**config.mk**
```make
export PLATFORM = sky130hd
export DESIGN_NAME = irqd_dispatch
export DESIGN_NICKNAME = d
export VERILOG_FILES = /design/src/rtl/irqd_pkg.sv /design/src/rtl/irqd_prio_table.sv /design/src/rtl/irqd_select.sv /design/src/rtl/irqd_nest_stack.sv /design/src/rtl/irqd_dispatch.sv
export SDC_FILE = /design/constraint.sdc
export NUM_CORES = 2
export LEC_CHECK = 0
export BUFFER_PORTS_ARGS = -buffer_cell sky130_fd_sc_hd__buf_4
export CAP_MARGIN = 0
export CORE_UTILIZATION = 26
export CTS_CLUSTER_DIAMETER = 50
export DETAILED_ROUTE_END_ITERATION = 16
export GPL_ROUTABILITY_DRIVEN = 0
export HOLD_SLACK_MARGIN = 0.1
export MAX_ROUTING_LAYER = met4
export PLACE_DENSITY_LB_ADDON = 0.05
export SYNTH_ARGS = -nofsm -noshare
export SYNTH_HDL_FRONTEND = slang
export SYNTH_HIERARCHICAL = 1
export SYNTH_SLANG_ARGS = --single-unit
```
**constraint.sdc**
```tcl
create_clock -name clk -period 5.74 [get_ports clk]
set_clock_uncertainty 0.15 [all_clocks]
set_input_delay 1.148 -clock clk [delete_from_list [all_inputs] [get_ports clk]]
set_output_delay 1.148 -clock clk [all_outputs]
set_load 0.005 [all_outputs]
```
**src/rtl/irqd_pkg.sv**
```systemverilog
package irqd_pkg;

    localparam int WORD_W = 32;
    localparam int BIT_W  = $clog2(WORD_W);
    localparam int MOD_N  = 3;
    localparam int MOD_W  = $clog2(MOD_N);
    localparam int VEC_N  = WORD_W * MOD_N;
    localparam int VEC_W  = MOD_W + BIT_W;

    localparam int LEVELS = 12;
    localparam int PRIO_W = 4;

    // main-word bits that carry the sub-controller outputs
    localparam logic [WORD_W-1:0] CASCADE_BITS = WORD_W'((1 << (MOD_N - 1)) - 1);
    // main-word bits kept open at every priority level
    localparam logic [WORD_W-1:0] MAIN_ALWAYS  = 32'hC000_0000 | CASCADE_BITS;
    localparam logic [VEC_N-1:0]  KEEP_OPEN    = VEC_N'(MAIN_ALWAYS);

    typedef enum logic [1:0] {
        OP_NONE = 2'b00,
        OP_PRIO = 2'b01,
        OP_EN   = 2'b10,
        OP_DIS  = 2'b11
    } cfg_op_e;

    typedef struct packed {
        logic             valid;
        logic [MOD_W-1:0] module_idx;
        logic [BIT_W-1:0] bit_idx;
    } vec_sel_t;

    // index of the most significant set bit (0 when none)
    function automatic logic [BIT_W-1:0] top_bit(input logic [WORD_W-1:0] w);
        logic [BIT_W-1:0] r;
        r = '0;
        for (int i = 0; i < WORD_W; i++) begin
            if (w[i]) r = BIT_W'(i);
        end
        return r;
    endfunction

    function automatic logic vec_ok(input logic [VEC_W-1:0] v);
        return int'(v) < VEC_N;
    endfunction

endpackage

```
**src/rtl/irqd_prio_table.sv**
```systemverilog
module irqd_prio_table
    import irqd_pkg::*;
#(
    parameter int N    = VEC_N,
    parameter int PW   = PRIO_W,
    parameter int NLEV = LEVELS,
    parameter int VW   = VEC_W
) (
    input  logic          clk,
    input  logic          rst,
    input  logic          wr_en,
    input  logic [VW-1:0] wr_vec,
    input  logic [PW-1:0] wr_prio,
    input  logic [VW-1:0] rd_vec,
    output logic [PW-1:0] rd_prio,
    output logic [N-1:0]  above_mask
);

    localparam logic [PW-1:0] LOWEST = PW'(NLEV - 1);

    logic [PW-1:0] prio_q [N];
    logic [PW-1:0] wr_clamped;
    logic          wr_hit;

    assign wr_clamped = (wr_prio > LOWEST) ? LOWEST : wr_prio;
    assign wr_hit     = wr_en && (int'(wr_vec) < N);

    always_ff @(posedge clk) begin
        if (rst) begin
            for (int i = 0; i < N; i++) prio_q[i] <= LOWEST;
        end else if (wr_hit) begin
            prio_q[wr_vec] <= wr_clamped;
        end
    end

    assign rd_prio = (int'(rd_vec) < N) ? prio_q[rd_vec] : LOWEST;

    // one comparator per vector replaces a stored mask per level
    for (genvar v = 0; v < N; v++) begin : g_cmp
        assign above_mask[v] = (prio_q[v] < rd_prio);
    end

    logic          chk_wr_q;
    logic [VW-1:0] chk_vec_q;
    always_ff @(posedge clk) begin
        if (rst) begin
            chk_wr_q  <= 1'b0;
            chk_vec_q <= '0;
        end else begin
            chk_wr_q  <= wr_hit;
            chk_vec_q <= wr_vec;
        end
    end

    AST_PRIO_CLAMPED: assert property (@(posedge clk) disable iff (rst)
        chk_wr_q |-> (prio_q[chk_vec_q] <= LOWEST));

endmodule

```
**src/rtl/irqd_select.sv**
```systemverilog
module irqd_select
    import irqd_pkg::*;
#(
    parameter int MN = MOD_N
) (
    input  logic                   clk,
    input  logic                   rst,
    input  logic [MN-1:0][WORD_W-1:0] stat,
    output logic [VEC_W-1:0]       vec_num,
    output logic                   vec_valid
);

    logic [MN-1:0]            hit;
    logic [MN-1:0][BIT_W-1:0] idx;
    vec_sel_t                 sel_n;
    vec_sel_t                 sel_q;

    for (genvar m = 0; m < MN; m++) begin : g_mod
        assign hit[m] = |stat[m];
        assign idx[m] = top_bit(stat[m]);
    end

    // lowest module index wins: scan downwards, last hit stays
    always_comb begin
        sel_n = '0;
        for (int m = MN - 1; m >= 0; m--) begin
            if (hit[m]) begin
                sel_n.valid      = 1'b1;
                sel_n.module_idx = MOD_W'(m);
                sel_n.bit_idx    = idx[m];
            end
        end
    end

    always_ff @(posedge clk) begin
        if (rst) sel_q <= '0;
        else     sel_q <= sel_n;
    end

    assign vec_valid = sel_q.valid;
    assign vec_num   = {sel_q.module_idx, sel_q.bit_idx};

    AST_VEC_IN_RANGE: assert property (@(posedge clk) disable iff (rst)
        vec_valid |-> (int'(vec_num) < VEC_N));
    AST_IDLE_ZERO: assert property (@(posedge clk) disable iff (rst)
        !vec_valid |-> (vec_num == '0));
    AST_MAIN_FIRST: assert property (@(posedge clk) disable iff (rst)
        hit[0] |=> (vec_valid && vec_num[VEC_W-1 -: MOD_W] == '0));
    AST_REG_DELAY: assert property (@(posedge clk) disable iff (rst)
        (hit == '0) |=> !vec_valid);

endmodule

```
**src/rtl/irqd_nest_stack.sv**
```systemverilog
module irqd_nest_stack #(
    parameter int W     = 96,
    parameter int DEPTH = 4
) (
    input  logic         clk,
    input  logic         rst,
    input  logic         push_req,
    input  logic         pop,
    input  logic [W-1:0] push_data,
    output logic [W-1:0] top_data,
    output logic         full,
    output logic         empty,
    output logic         overflow
);

    localparam int CW = $clog2(DEPTH + 1);
    localparam int AW = (DEPTH > 1) ? $clog2(DEPTH) : 1;

    logic [W-1:0]  slot_q [DEPTH];
    logic [CW-1:0] cnt_q;
    logic          ovf_q;
    logic          push_ok;

    assign full     = (cnt_q == CW'(DEPTH));
    assign empty    = (cnt_q == '0);
    assign push_ok  = push_req && !full && !pop;
    assign top_data = empty ? '0 : slot_q[AW'(cnt_q - 1'b1)];
    assign overflow = ovf_q;

    always_ff @(posedge clk) begin
        if (rst) begin
            cnt_q <= '0;
            ovf_q <= 1'b0;
        end else begin
            if (pop && !empty)  cnt_q <= cnt_q - 1'b1;
            else if (push_ok)   cnt_q <= cnt_q + 1'b1;
            if (push_req && full && !pop) ovf_q <= 1'b1;
        end
    end

    always_ff @(posedge clk) begin
        if (push_ok) slot_q[AW'(cnt_q)] <= push_data;
    end

    AST_NO_OVERFLOW: assert property (@(posedge clk) disable iff (rst)
        cnt_q <= CW'(DEPTH));
    AST_FULL_REFUSE: assert property (@(posedge clk) disable iff (rst)
        (push_req && full && !pop) |=> (cnt_q == CW'(DEPTH) && overflow));
    AST_OVF_STICKY: assert property (@(posedge clk) disable iff (rst)
        overflow |=> overflow);

endmodule

```
**src/rtl/irqd_dispatch.sv**
```systemverilog
module irqd_dispatch
    import irqd_pkg::*;
#(
    parameter int STACK_DEPTH = 4
) (
    input  logic              clk,
    input  logic              rst,
    input  logic [1:0]        cfg_op,
    input  logic [VEC_W-1:0]  cfg_vec,
    input  logic [PRIO_W-1:0] cfg_prio,
    input  logic [WORD_W-1:0] pend_main,
    input  logic [WORD_W-1:0] pend_sub1,
    input  logic [WORD_W-1:0] pend_sub2,
    input  logic              svc_take,
    input  logic              svc_end,
    output logic [VEC_W-1:0]  vec_num,
    output logic              vec_valid,
    output logic [WORD_W-1:0] en_main,
    output logic [WORD_W-1:0] en_sub1,
    output logic [WORD_W-1:0] en_sub2,
    output logic              svc_overflow
);

    cfg_op_e                   op;
    logic                      cfg_ok;
    logic                      cfg_en_dis;
    logic                      cfg_live_wr;
    logic [VEC_N-1:0]          pend_all;
    logic [VEC_N-1:0]          live_q, live_n;
    logic [VEC_N-1:0]          image_q, image_n;
    logic [MOD_N-1:0][WORD_W-1:0] stat;
    logic [PRIO_W-1:0]         cur_prio;
    logic [VEC_N-1:0]          above_mask;
    logic [VEC_N-1:0]          stk_top;
    logic                      stk_full, stk_empty;
    logic                      take_req, do_push, do_pop;

    assign op          = cfg_op_e'(cfg_op);
    assign cfg_ok      = vec_ok(cfg_vec);
    assign cfg_en_dis  = (op == OP_EN) || (op == OP_DIS);
    assign cfg_live_wr = cfg_ok && cfg_en_dis;
    assign pend_all    = {pend_sub2, pend_sub1, pend_main};

    // status words: main drops cascade bits, subs gated by their cascade bit
    for (genvar m = 0; m < MOD_N; m++) begin : g_stat
        if (m == 0) begin : g_main
            assign stat[m] = pend_all[0 +: WORD_W] & live_q[0 +: WORD_W] & ~CASCADE_BITS;
        end else begin : g_sub
            assign stat[m] = pend_all[m*WORD_W +: WORD_W] & live_q[m*WORD_W +: WORD_W]
                           & {WORD_W{live_q[m-1]}};
        end
    end

    irqd_select #(.MN(MOD_N)) u_select (
        .clk       (clk),
        .rst       (rst),
        .stat      (stat),
        .vec_num   (vec_num),
        .vec_valid (vec_valid)
    );

    irqd_prio_table #(
        .N    (VEC_N),
        .PW   (PRIO_W),
        .NLEV (LEVELS),
        .VW   (VEC_W)
    ) u_prio (
        .clk        (clk),
        .rst        (rst),
        .wr_en      (op == OP_PRIO),
        .wr_vec     (cfg_vec),
        .wr_prio    (cfg_prio),
        .rd_vec     (vec_num),
        .rd_prio    (cur_prio),
        .above_mask (above_mask)
    );

    // end of service wins over a take in the same cycle
    assign do_pop   = svc_end && !stk_empty;
    assign take_req = svc_take && vec_valid && !svc_end;
    assign do_push  = take_req && !stk_full;

    irqd_nest_stack #(
        .W     (VEC_N),
        .DEPTH (STACK_DEPTH)
    ) u_stack (
        .clk       (clk),
        .rst       (rst),
        .push_req  (take_req),
        .pop       (do_pop),
        .push_data (live_q),
        .top_data  (stk_top),
        .full      (stk_full),
        .empty     (stk_empty),
        .overflow  (svc_overflow)
    );

    always_comb begin
        live_n  = live_q;
        image_n = image_q;
        if (do_pop)       live_n = stk_top & image_q;
        else if (do_push) live_n = live_q & (above_mask | KEEP_OPEN);
        if (cfg_ok && op == OP_EN) begin
            live_n[cfg_vec]  = 1'b1;
            image_n[cfg_vec] = 1'b1;
        end else if (cfg_ok && op == OP_DIS) begin
            live_n[cfg_vec]  = 1'b0;
            image_n[cfg_vec] = 1'b0;
        end
    end

    always_ff @(posedge clk) begin
        if (rst) begin
            live_q  <= KEEP_OPEN;
            image_q <= KEEP_OPEN;
        end else begin
            live_q  <= live_n;
            image_q <= image_n;
        end
    end

    assign en_main = live_q[0 +: WORD_W];
    assign en_sub1 = live_q[WORD_W +: WORD_W];
    assign en_sub2 = live_q[2*WORD_W +: WORD_W];

    AST_NO_CASCADE_VEC: assert property (@(posedge clk) disable iff (rst)
        vec_valid |-> (vec_num != VEC_W'(0) && vec_num != VEC_W'(1)));
    AST_ENTRY_NARROWS: assert property (@(posedge clk) disable iff (rst)
        (do_push && !cfg_live_wr) |=> ((live_q & ~$past(live_q)) == '0));
    AST_KEEP_OPEN: assert property (@(posedge clk) disable iff (rst)
        (do_push && !cfg_live_wr) |=> ((live_q & KEEP_OPEN) == ($past(live_q) & KEEP_OPEN)));
    AST_EXIT_IN_IMAGE: assert property (@(posedge clk) disable iff (rst)
        (do_pop && !cfg_live_wr) |=> ((live_q & ~image_q) == '0));
    AST_BAD_VEC_IGNORED: assert property (@(posedge clk) disable iff (rst)
        (cfg_en_dis && !cfg_ok && !svc_take && !svc_end) |=> ($stable(live_q) && $stable(image_q)));

endmodule

```
==> reports/results.env <==
OUTCOME='finished clean'
LAYOUT.FILLER_CELLS=19461
IR_DROP_mV=0.257
FINAL_CELL_AREA_SQ_MM=0.0615
CRITICAL_PATH_REQUIRED_TIME_PS=6280
SETUP_TNS_PS=0
DRIVE_ABOVE_1_SHARE_PCT=23.1
DRT_WL_TOTAL_MICRONS=207000
TOTALPOWERFINAL_mW=22.5
DETAIL_ROUTE.WL_PER_CELL_MICRONS=29.5
DETAILEDPLACE.WORSTSLACK_PS=584
TIMING.SETUP.CRITICAL_PATH_CLASS='flop to flop'
CHIPWIDTH_MICRONS=445
START_OF_THE_WORST_REGISTER_TO_REGISTER_PATH='u_select/vec_num[0]'
CLOCK_PIN_SLEW_WORST_SETUP_AND_HOLD_PATHS_PS=50
POST_CTS_RESIZED=0
CTS_HOLD_REPAIR.BUFFERS=0
DESIGN.DIE.AREA_SQ_MM=0.198
MIN_PERIOD_PS=5180
ANT_NETS=0
SYNTHESIS.AREA_PER_INSTANCE_SQ_UM=12.8
GRT_PASS1_WL_MICRONS=290000
STARTING_DENSITY_OF_THE_CORE_PCT=26.1
H-TREE-DEPTH=4
DRC=0
FINAL_NETS=4640
CRITPATHARRIVALTIME_PS=5720
FIRST_ITER_VIOLATIONS=2555
FINAL_WORST_PATH_CYCLE_SHARE_PCT=90.3
YOSYSWARNINGS=6
GRT_START_MAX_NET_PINS=124
FINALHOLDVIOLCOUNT=0
CRIT_PATH_MAX_FANOUT=33
SLEW_HEADROOM_PCT=22.4
GLOBAL_ROUTE.OVERFLOW_TOTAL=0
WORST-R2R-CELL-COUNT=15
CTS_MAX_PATH_BUFFERS=3
AREA_GROWTH_SYN_TO_LAYOUT_PCT=20.8
WORST_HOLD_PATH.NUM_CELLS=1
TOTAL_LEAKAGE_POWER_nW=20.9
CLOCK_LATENCY_PS=800
R2R-END='live_q[33]'
FINAL_CRITICAL_PATH_SETUP_SLACK_PS=557
WORSTSETUPENDPOINTTYPE='flop'
SYNTHCELLS=3976
PLACEMENT.CELL_AREA_SQ_MM=0.0561
WORSTMARGINPINSLEW_PS=1160
DETAIL_ROUTE.FIRST_PASS.ITERATIONS=5
MAPPEDNETLISTAREA_SQ_MM=0.0509
DETAILEDPLACEMENTHPWL_MICRONS=141000
TRITONCTS='built'
CTS_INSERTED_BUFFERS=157
REG2REG_SLACK_PS=560
GRT_USAGE_PCT=21.3
FINALSETUPVIOLATIONS=0
MAX_CAP_VIOL_COUNT=0
ROOT_BUFFER='clkbuf_16'
CRITPATHLAUNCHTYPE='flop'
ANTENNA_FOUND_INITIAL=27
CLKSINKCOUNT=972
PLACEABLECOREAREA_SQ_MM=0.195
FINAL-MAX-SLEW-VIOLATION-COUNT=0
FLOORPLAN.DIE.HEIGHT_MICRONS=445
FINALCOREUTILIZATION_PCT=31.6
GRT_SETUP_UNREPAIRED='false'
HOLDCRITPATHCLASS='flop to flop'
VIA_COUNT=36072
POST_CTS.REPAIR.SETUP_BUFFERS=0
NUMBER_OF_PORTS_PLACED_ON_THE_DIE_BOUNDARY=218
POWER_PER_CELL_AREA_mW_PER_MM2=367
PLACEMENT.IO_BUFFERS=215
GRT_PASS1_VIAS=36527
NUMBER_OF_CELL_ROWS=162
AVERAGE_VIA_COUNT_PER_STANDARD_CELL=5.15
FMAX_MHz=193
==> placed cells by master, fill, tap and decap left out, drive strengths merged, types with 54 or more instances in the layout <==
cell type and instances:
o22ai 92, buf 383, nand2 326, a21oi 139, o21a 197, mux4 207
ha 282, or2 58, a2111o 92, and3 82, dfxtp 204, nor2 304
a211oi 66, clkbuf 194, edfxtp 768, nor3 134, nor4 74, nor2b 118
or3 54, o21ai 55
==> cell type report <==
type | count | area [sq um] | share of cell area, %
inverters | 29 | 110 | 0.179
clock buffers | 194 | 4360 | 7.09
clock inverters | 97 | 1010 | 1.65
diodes | 2 | 5.00 | 0.00814
repair buffers | 383 | 3150 | 5.11
flip-flops and latches | 972 | 27200 | 44.2
well taps | 2624 | 3280 | 5.34
multi-input cells | 2702 | 22400 | 36.5
==> sequential cells by signal, indices dropped and copies added (netlist names), named ones only <==
name,count
u_prio/prio_q,384
u_stack/slot_q,384
live_q,96
u_select/vec_num,7
u_stack/cnt_q,3
u_select/vec_valid,1
u_stack/overflow,1
==> per-layer routing <==
layer | global-route usage, % | routed length [microns] | up-vias
li1 | - | - | 16279
met5 | - | 0 | -
met4 | 7.29 | 6930 | 0
met2 | 32.4 | 93800 | 874
met1 | 29.0 | 97400 | 18628
met3 | 2.97 | 8730 | 291
==> per-stage QoR <==
stage	instances	hold slack [ps]
after floorplan	3978	287
after global placement	6710	298
after detailed placement	6710	311
after CTS	7001	324
after global routing	7002	350
final	7003	323
==> critical path, stage by stage (launching register included) <==
cell and delay, ps:
dfxtp_4 410, buf_12 200, buf_4 310, mux4_2 630, mux4_2 510, a22o_1 230, a211oi_2 170, a31o_4 360
buf_12 340, buf_12 280, ha_1 270, o21a_1 100, o21a_1 160, o22ai_1 430, o211ai_1 180, a221oi_1 260
==> how the worst max path moves through the flow <==
stage	from	endpoint	depth (start not counted)
floorplan	u_stack/cnt_q[0]	u_stack/slot_q[0][0]	14
global placement	u_select/vec_num[0]	live_q[33]	15
detailed placement	u_select/vec_num[0]	live_q[33]	15
CTS	u_select/vec_num[0]	live_q[33]	15
global route	u_select/vec_num[0]	live_q[33]	15
finish	u_select/vec_num[0]	live_q[33]	15
==> where the power goes <==
group          switching (mW)  total, mW  leakage (nW)  internal (mW)
registers               0.222       8.01          9.05           7.79
logic                    2.88       4.80          9.27           1.92
clock network            3.64       9.74          2.60           6.10
Note: power is estimated with default switching activity, not from simulation.
